**config.mk**
```make
export PLATFORM = sky130hd
export DESIGN_NAME = sdcc_seq
export DESIGN_NICKNAME = d
export VERILOG_FILES = /design/src/rtl/sdcc_pkg.sv /design/src/rtl/sdcc_frame_ctr.sv /design/src/rtl/sdcc_slot_map.sv /design/src/rtl/sdcc_regbank.sv /design/src/rtl/sdcc_seq.sv
export SDC_FILE = /design/constraint.sdc
export NUM_CORES = 2
export LEC_CHECK = 0
export ABC_AREA = 0
export CORE_MARGIN = 2
export CORE_UTILIZATION = 42
export DETAILED_ROUTE_END_ITERATION = 10
export DONT_BUFFER_PORTS = 1
export PLACE_DENSITY = 0.67
export SYNTH_ARGS = -nofsm -noshare
export SYNTH_HDL_FRONTEND = slang
export SYNTH_HIERARCHICAL = 1
export SYNTH_SLANG_ARGS = --single-unit
```
**constraint.sdc**
```tcl
create_clock -name clk_i -period 9.3 [get_ports clk_i]
set_input_delay 1.86 -clock clk_i [delete_from_list [all_inputs] [get_ports clk_i]]
set_output_delay 1.86 -clock clk_i [all_outputs]
set_load 0.02 [all_outputs]
```
**src/rtl/sdcc_pkg.sv**
```systemverilog
package sdcc_pkg;
  localparam int unsigned DCC_FRAMES   = 24;
  localparam int unsigned DCC_PER_FRM  = 3;
  localparam int unsigned DCC_BYTE_W   = 8;
  localparam int unsigned DCC_REG_W    = 16;
endpackage

```
**src/rtl/sdcc_frame_ctr.sv**
```systemverilog
module sdcc_frame_ctr #(
  parameter int unsigned NUM_FRAMES = 24,
  localparam int unsigned FRAME_W   = $clog2(NUM_FRAMES)
) (
  input  logic               clk_i,
  input  logic               rst_ni,
  input  logic               frame_start_i,
  input  logic               mf_sync_i,
  output logic [FRAME_W-1:0] frame_o
);
  localparam logic [FRAME_W-1:0] LAST = FRAME_W'(NUM_FRAMES - 1);

  logic [FRAME_W-1:0] frame_q;

  always_ff @(posedge clk_i or negedge rst_ni) begin
    if (!rst_ni)            frame_q <= '0;
    else if (mf_sync_i)     frame_q <= '0;
    else if (frame_start_i) frame_q <= (frame_q == LAST) ? '0 : frame_q + 1'b1;
  end

  assign frame_o = frame_q;
endmodule

```
**src/rtl/sdcc_slot_map.sv**
```systemverilog
module sdcc_slot_map #(
  parameter int unsigned NUM_FRAMES  = 24,
  parameter int unsigned PER_FRAME   = 3,
  parameter int unsigned LANES       = 2,
  parameter int unsigned SLOT        = 0,
  localparam int unsigned FRAME_W    = $clog2(NUM_FRAMES),
  localparam int unsigned NUM_BYTES  = NUM_FRAMES * PER_FRAME,
  localparam int unsigned IDX_W      = $clog2(NUM_BYTES),
  localparam int unsigned NUM_REGS   = (NUM_BYTES + LANES - 1) / LANES,
  localparam int unsigned ADDR_W     = $clog2(NUM_REGS),
  localparam int unsigned LANE_W     = (LANES > 1) ? $clog2(LANES) : 1
) (
  input  logic [FRAME_W-1:0] frame_i,
  output logic [ADDR_W-1:0]  reg_idx_o,
  output logic [LANE_W-1:0]  lane_o
);
  logic [IDX_W-1:0] flat;

  always_comb begin
    flat      = IDX_W'(frame_i) * IDX_W'(PER_FRAME) + IDX_W'(SLOT);
    reg_idx_o = ADDR_W'(flat / IDX_W'(LANES));
    lane_o    = LANE_W'(flat % IDX_W'(LANES));
  end
endmodule

```
**src/rtl/sdcc_regbank.sv**
```systemverilog
module sdcc_regbank #(
  parameter int unsigned NUM_REGS = 36,
  parameter int unsigned REG_W    = 16,
  parameter int unsigned PORTS    = 3,
  localparam int unsigned ADDR_W  = $clog2(NUM_REGS)
) (
  input  logic                         clk_i,
  input  logic                         rst_ni,
  input  logic                         wr_en_i,
  input  logic [ADDR_W-1:0]            wr_addr_i,
  input  logic [REG_W-1:0]             wr_data_i,
  input  logic [PORTS-1:0][ADDR_W-1:0] rd_addr_i,
  output logic [PORTS-1:0][REG_W-1:0]  rd_data_o
);
  logic [NUM_REGS-1:0][REG_W-1:0] mem_q;

  for (genvar r = 0; r < NUM_REGS; r++) begin : g_reg
    always_ff @(posedge clk_i or negedge rst_ni) begin
      if (!rst_ni) mem_q[r] <= '0;
      else if (wr_en_i && (wr_addr_i == ADDR_W'(r))) mem_q[r] <= wr_data_i;
    end
  end

  for (genvar p = 0; p < PORTS; p++) begin : g_rd
    assign rd_data_o[p] = mem_q[rd_addr_i[p]];
  end
endmodule

```
**src/rtl/sdcc_seq.sv**
```systemverilog
module sdcc_seq
  import sdcc_pkg::*;
#(
  parameter int unsigned NUM_FRAMES = DCC_FRAMES,
  parameter int unsigned PER_FRAME  = DCC_PER_FRM,
  parameter int unsigned BYTE_W     = DCC_BYTE_W,
  parameter int unsigned REG_W      = DCC_REG_W,
  localparam int unsigned LANES     = REG_W / BYTE_W,
  localparam int unsigned NUM_BYTES = NUM_FRAMES * PER_FRAME,
  localparam int unsigned NUM_REGS  = (NUM_BYTES + LANES - 1) / LANES,
  localparam int unsigned ADDR_W    = $clog2(NUM_REGS),
  localparam int unsigned FRAME_W   = $clog2(NUM_FRAMES),
  localparam int unsigned LANE_W    = (LANES > 1) ? $clog2(LANES) : 1
) (
  input  logic                        clk_i,
  input  logic                        rst_ni,
  input  logic                        wr_en_i,
  input  logic [ADDR_W-1:0]           wr_addr_i,
  input  logic [REG_W-1:0]            wr_data_i,
  input  logic                        frame_start_i,
  input  logic                        mf_sync_i,
  input  logic [PER_FRAME-1:0]        slot_i,
  output logic [PER_FRAME*BYTE_W-1:0] dcc_byte_o,
  output logic [PER_FRAME-1:0]        dcc_valid_o
);
  logic [FRAME_W-1:0]                   frame_q;
  logic [PER_FRAME-1:0][ADDR_W-1:0]     rd_addr;
  logic [PER_FRAME-1:0][LANE_W-1:0]     rd_lane;
  logic [PER_FRAME-1:0][REG_W-1:0]      rd_data;
  logic [PER_FRAME-1:0][BYTE_W-1:0]     byte_q;
  logic [PER_FRAME-1:0]                 valid_q;
  logic                                 wr_ok;

  // out-of-range addresses dropped
  assign wr_ok = wr_en_i && (wr_addr_i < ADDR_W'(NUM_REGS));

  sdcc_frame_ctr #(.NUM_FRAMES(NUM_FRAMES)) u_ctr (
    .clk_i, .rst_ni, .frame_start_i, .mf_sync_i, .frame_o(frame_q)
  );

  sdcc_regbank #(.NUM_REGS(NUM_REGS), .REG_W(REG_W), .PORTS(PER_FRAME)) u_bank (
    .clk_i, .rst_ni,
    .wr_en_i(wr_ok), .wr_addr_i, .wr_data_i,
    .rd_addr_i(rd_addr), .rd_data_o(rd_data)
  );

  for (genvar k = 0; k < PER_FRAME; k++) begin : g_slot
    logic [BYTE_W-1:0] sel;

    sdcc_slot_map #(
      .NUM_FRAMES(NUM_FRAMES), .PER_FRAME(PER_FRAME), .LANES(LANES), .SLOT(k)
    ) u_map (
      .frame_i(frame_q), .reg_idx_o(rd_addr[k]), .lane_o(rd_lane[k])
    );

    // lane 0 is the most significant byte
    assign sel = BYTE_W'(rd_data[k] >> ((LANES - 1 - rd_lane[k]) * BYTE_W));

    always_ff @(posedge clk_i or negedge rst_ni) begin
      if (!rst_ni) begin
        byte_q[k]  <= '0;
        valid_q[k] <= 1'b0;
      end else begin
        valid_q[k] <= slot_i[k];
        if (slot_i[k]) byte_q[k] <= sel;
      end
    end

    assign dcc_byte_o[k*BYTE_W +: BYTE_W] = byte_q[k];
  end

  assign dcc_valid_o = valid_q;
endmodule

```
== Yosys cells after proc, flatten, opt, wreduce, memory -nomap -nowiden ==
Cells that the tools add are included.
Operators by class
  add/subtract/negate cells: 6
  multiply operators: 1
  $lt $le $gt $ge: 4
  equal/unequal tests: 36
  shift-type cells: 3
  multiplexer cells: 9
  reductions and logical operators: 39
Operators with widths (count)
  binary-select mux 16 bit (select 6 bit): 3
  == test 6 x 5 -> 1 bit (second input constant): 16
  right shift 16 x 32 -> 8 bit: 3
  == test 6 x 4 -> 1 bit (second input constant): 8
  two-way mux 16 bit: 3
  logical AND 1 bit: 37
  == test 6 x 3 -> 1 bit (second input constant): 4
  == test 6 bit (second input constant): 4
  < comparator 6 x 7 -> 1 bit (second input constant): 3
  two-way mux 5 bit: 3
  == test 6 x 2 -> 1 bit (second input constant): 2
  adder 7 x 1 -> 7 bit (second input constant): 1
  adder 7 x 2 -> 7 bit (second input constant): 1
  multiplier 5 x 2 -> 7 bit (second input constant): 1
  == test 6 x 1 -> 1 bit (second input constant): 1
  zero test 6 bit: 1
  < comparator 6 bit (second input constant): 1
  subtractor 1 x 1 -> 2 bit (first input constant): 3
  adder 5 x 1 -> 5 bit (second input constant): 1
  == test 5 bit (second input constant): 1
  nonzero test 2 bit: 1
Word-level totals
  flip-flop bits (word level): 608
  bits of input ports: 30
  output and inout port bits: 27
  word-level logic and storage cells: 141

== Depth between registers and ports, before layout ==
  word-level depth: 5
  mapped depth: 17
  depth with buffers taken out: 14

== Hierarchy ==
Netlist, hierarchy kept.
Modules (own cells, without submodules)
  sdcc_regbank: times used 1, cells an instance 2454, area an instance 35908.2 sq um, seq. area each 14413.8 sq um
  sdcc_seq: times used 1, cells an instance 110, area an instance 1229.9 sq um, seq. area each 675.6 sq um
  sdcc_frame_ctr: times used 1, cells an instance 22, area an instance 252.7 sq um, seq. area each 125.1 sq um
  sdcc_slot_map at g_slot[1].u_map: times used 1, cells an instance 32, area an instance 249.0 sq um, seq. area each 0.0 sq um
  sdcc_slot_map at g_slot[2].u_map: times used 1, cells an instance 27, area an instance 216.5 sq um, seq. area each 0.0 sq um
  sdcc_slot_map at g_slot[0].u_map: times used 1, cells an instance 24, area an instance 196.4 sq um, seq. area each 0.0 sq um

== Least setup slack after synthesis ==
OpenSTA, ideal clock, no wires.
  path type: input to register
  from: in wr_addr_i[4]
  to: reg u_bank/mem_q[117] (netlist bit)
  setup time: 0.125 ns
  data arrival time: 3.607 ns
  data required time: 9.175 ns
  slack: 5.569 ns
  cell stages on the path: 9
  path buffers: 3
  cells stage by stage: o31ai_1 > and2_1 > nor3b_4 > and3b_1 > buf_2 > and3_1 > buf_2 > buf_4 > mux2_2
Between the ends
  word-level cells in the longest chain between the ends: 3
  elaborated cells on any way between the ends: 4
  those cells by class: order compare: 1; eq/ne: 1; reduce/logical: 2
Ends and longest elaborated chain
  start: declaration: RTL line sdcc_seq.sv:18  | input logic [ADDR_W-1:0] wr_addr_i,
  < comparator 6 bit: RTL line sdcc_seq.sv:35  | assign wr_ok = wr_en_i && (wr_addr_i < ADDR_W'(NUM_REGS));
  logical AND 1 bit: RTL line sdcc_seq.sv:35
  named net wr_ok: RTL line sdcc_seq.sv:32  | logic wr_ok;
  logical AND 1 bit: RTL line sdcc_regbank.sv:20  | else if (wr_en_i && (wr_addr_i == ADDR_W'(r))) mem_q[r] <= wr_data_i;
  end signal: indexed assignment: RTL line sdcc_regbank.sv:20
  end: declaration: RTL line sdcc_regbank.sv:15  | logic [NUM_REGS-1:0][REG_W-1:0] mem_q;
The timed path passes the listed nets, and every way through them passes these cells.
A chain may end at the register's enable or synchronous reset.

==> flow_summary.ini <==
[outcome]
outcome = finished with violations
violations = slew limit

[global_routing]
grt-ovfl-total = 0
grt_pass1_vias = 27087
grtUsageTotal_pct = 28.9
grt_max_degree = 609
antenna_found_initial = 5
grt_pass1_wl_um = 196000

[sta]
finalSetupViolCount = 0
fin_setup_tns_ns = 0
skew_ns = 0.0343
fin_ws_ns = 3.70
final_max_slew_viol_count = 487
relSlewSlack_pct = -114
post-route-period-util_pct = 60.2
fmax_mhz = 179
rsz0062_at_grt = false
hold_violations = 0
fin_hold_ws_ns = 0.543
period_needed_ns = 5.60
worstMarginPinSlew_ns = 3.21

[worst_setup_path]
crit_fanout = 26
worstSetupEndpointType = flop
crit_path_start_kind = flop
path_class = reg -> reg
crit_arrival_ns = 6.15
reg2reg_depth = 15
cp.required_ns = 9.85

[final_layout]
synthToLayoutAreaGrowth_pct = 7.65
fin_nets = 2584
layout-drive-gt1-share_pct = 46.8

[pwr]
clock_power_share_pct = 35.8
totalPowerFinal_uw = 7880
p_switching_uw = 2390
seqPwrFrac_pct = 40.2
powerDensity_nw_per_um2 = 192
internal_power_uw = 5490
p_leak_uw = 0.0178
p_sw_share_pct = 30.3
ir_drop_v = 0.000152
pwr-share-comb_pct = 24.0

[placed_design]
pre_cts_ws_ns = 4.04
io_buffers = 0
gp_congestion = 0.988
dpl.hpwl_um = 84400

[clock_network]
clockBufferDepth = 3
h-tree-depth = 3
cts_root_buf = clkbuf_16
cts_sinks = 608
cts_setup_buffers = 0
cts_hold_buf = 0
cts_buffers = 71
cts_tree = done
cts_resized = 0
clk_pin_slew_ns = 0.06
clock_latency_ns = 0.64

[detailed_routing]
avgViaCountPerCell = 7.15
vias = 26901
firstDrtPassIters = 6
ant_nets = 0
routed_wl_um = 135000
drc = 0
first_iter_violations = 3417
wl_per_cell_um = 36.0

[synthesis]
synthCells = 2669
yosys_warnings = 6
postSynthNetCount = 2724
yosys-top-cells-area = dfrtp_1 40%, mux4_2 19%, mux2_2 18%
synth-seq-area-share_pct = 40.0
synth-seq-cells = 608
netlist_area_um2 = 38100
yosysUniqueCellTypes = 65
synth-edff-count = 0
syn_avg_cell_area_um2 = 14.3
yosys.area.top_type = dfrtp_1
synth-main-ff-cell = dfrtp_1
async_reset_ff_share_pct = 100
synth_top_area_share_pct = 40.0

[worst_hold_path]
min_path_cells = 1
hold_path.class = reg -> reg

[floorplanning]
die_y_um = 305
rows = 110
core_um2 = 89900
io_pins = 57
fp.dieW_um = 305
start_util_pct = 42.3
fp.dieArea_um2 = 93000

[job]
maxCapViolCount = 0
[per-layer routing]
layer / GRT usage [%] / part of all wire (%) / vias to the layer above
li1: - / - / 10335
met1: 37.3 / 37 / 14223
met2: 42.0 / 43 / 1826
met3: 10.7 / 13 / 509
met4: 16.0 / 6.5 / 8
met5: 0 / 0.038 / -
[power by group through the flow]
| stage | logic, uW | clock network (uW) | registers (uW) |
|---|---|---|---|
| floorplan | 1510 | 0 | 3110 |
| global placement | 1830 | 0 | 3170 |
| detailed placement | 1850 | 0 | 3200 |
| CTS | 1860 | 2870 | 3160 |
| global route | 1960 | 2970 | 3200 |
| finish | 1890 | 2820 | 3170 |
[cells in the mapped netlist, drive strengths merged (7+ instances only)]
master and count:
nor2 47, mux2i 169, mux2 640, nand2 74, or3b 8, and3b 9
a31oi 27, a22o 82, a22oi 26, nand2b 7, buf 170, dfrtp 608
nor3b 9, nor3 9, o221ai 62, nand3b 8, a21oi 31, mux4 335
ha 22, a211o 19, o31ai 23, a221oi 32, o211ai 9, and2 10
xnor2 7, nor2b 12, clkbuf 108, a211oi 44, inv 25
[layout make-up]
class | instances | area (um^2)
Tap cell | 1176 | 1470
Clock buffer | 108 | 2130
Clock inverter | 19 | 195
Inverter | 25 | 111
Timing Repair Buffer | 67 | 541
Fill cell | 7812 | 48900
Multi-Input combinational cell | 1756 | 21300
Antenna cell | 2 | 5.00
Sequential cell | 608 | 15200
[through the flow]
step | area (um^2) | util (%) | std cells
after CTS | 41000 | 45.6 | 3759
after global routing | 41000 | 45.6 | 3759
final | 41000 | 45.6 | 3761
after floorplan | 38100 | - | 2669
after detailed placement | 38600 | 43.0 | 3632
after global placement | 38600 | 43.0 | 3632
[logic make-up after synthesis]
kind of cell             count (synthesis)  share of synthesized area, %
AND/OR/NAND/NOR                        209                          3.07
AO/OA/AOI/OAI                          369                          7.68
multiplexers                          1144                          43.5
flip-flops                             608                          40.0
adder cells (fa/ha/maj)                 25                         0.881
XOR/XNOR                                 9                         0.207
buffers and inverters                  305                          4.63
[worst max-delay path: stages, from the launching register on]
cell and delay (ns):
dfrtp_1 0.32, buf_4 0.46, inv_1 0.10, ha_1 0.21, inv_1 0.09, ha_4 0.13, inv_1 0.05, fa_1 0.47
inv_1 0.59, and2_1 0.96, buf_4 0.61, a22o_1 0.23, a211oi_1 0.15, o31ai_1 0.74, mux2i_1 0.19, a21oi_1 0.18
[flip-flops by register name, summed over array words and instances (netlist names)]
| signal | count |
|---|---|
| dcc_byte_o | 24 |
| u_bank/mem_q | 576 |
| dcc_valid_o | 3 |
| u_ctr/frame_o | 5 |
[final timing paths]
check,to,slack [ns],from
worst min-delay path,u_bank/mem_q[488],0.54,u_bank/mem_q[488]
worst max-delay path,dcc_byte_o[18],3.70,u_ctr/frame_o[0]
worst min register to register,u_bank/mem_q[488],0.54,u_bank/mem_q[488]
min in group asynchronous,u_bank/mem_q[402],0.97,rst_ni
worst max register to register,dcc_byte_o[18],3.70,u_ctr/frame_o[0]
max in group asynchronous,u_bank/mem_q[208],5.83,rst_ni
[cells in the final DEF (no fill, tap or decap), types with 9 or more instances in the layout]
cell / count
mux2_2: 614
dfrtp_1: 608
mux4_2: 327
mux2i_1: 169
a22o_1: 82
clkbuf_16: 74
nand2_1: 67
buf_4: 64
o221ai_1: 62
a211oi_1: 44
nor2_1: 33
a221oi_1: 32
a21oi_1: 29
a31oi_1: 27
a22oi_1: 26
mux2_4: 26
o31ai_1: 23
inv_1: 21
ha_1: 20
clkbuf_1: 19
a211o_1: 19
clkbuf_8: 15
clkinv_2: 11
nor2_4: 11
and2_1: 10
o211ai_1: 9
(Power assumes the default switching activity.)
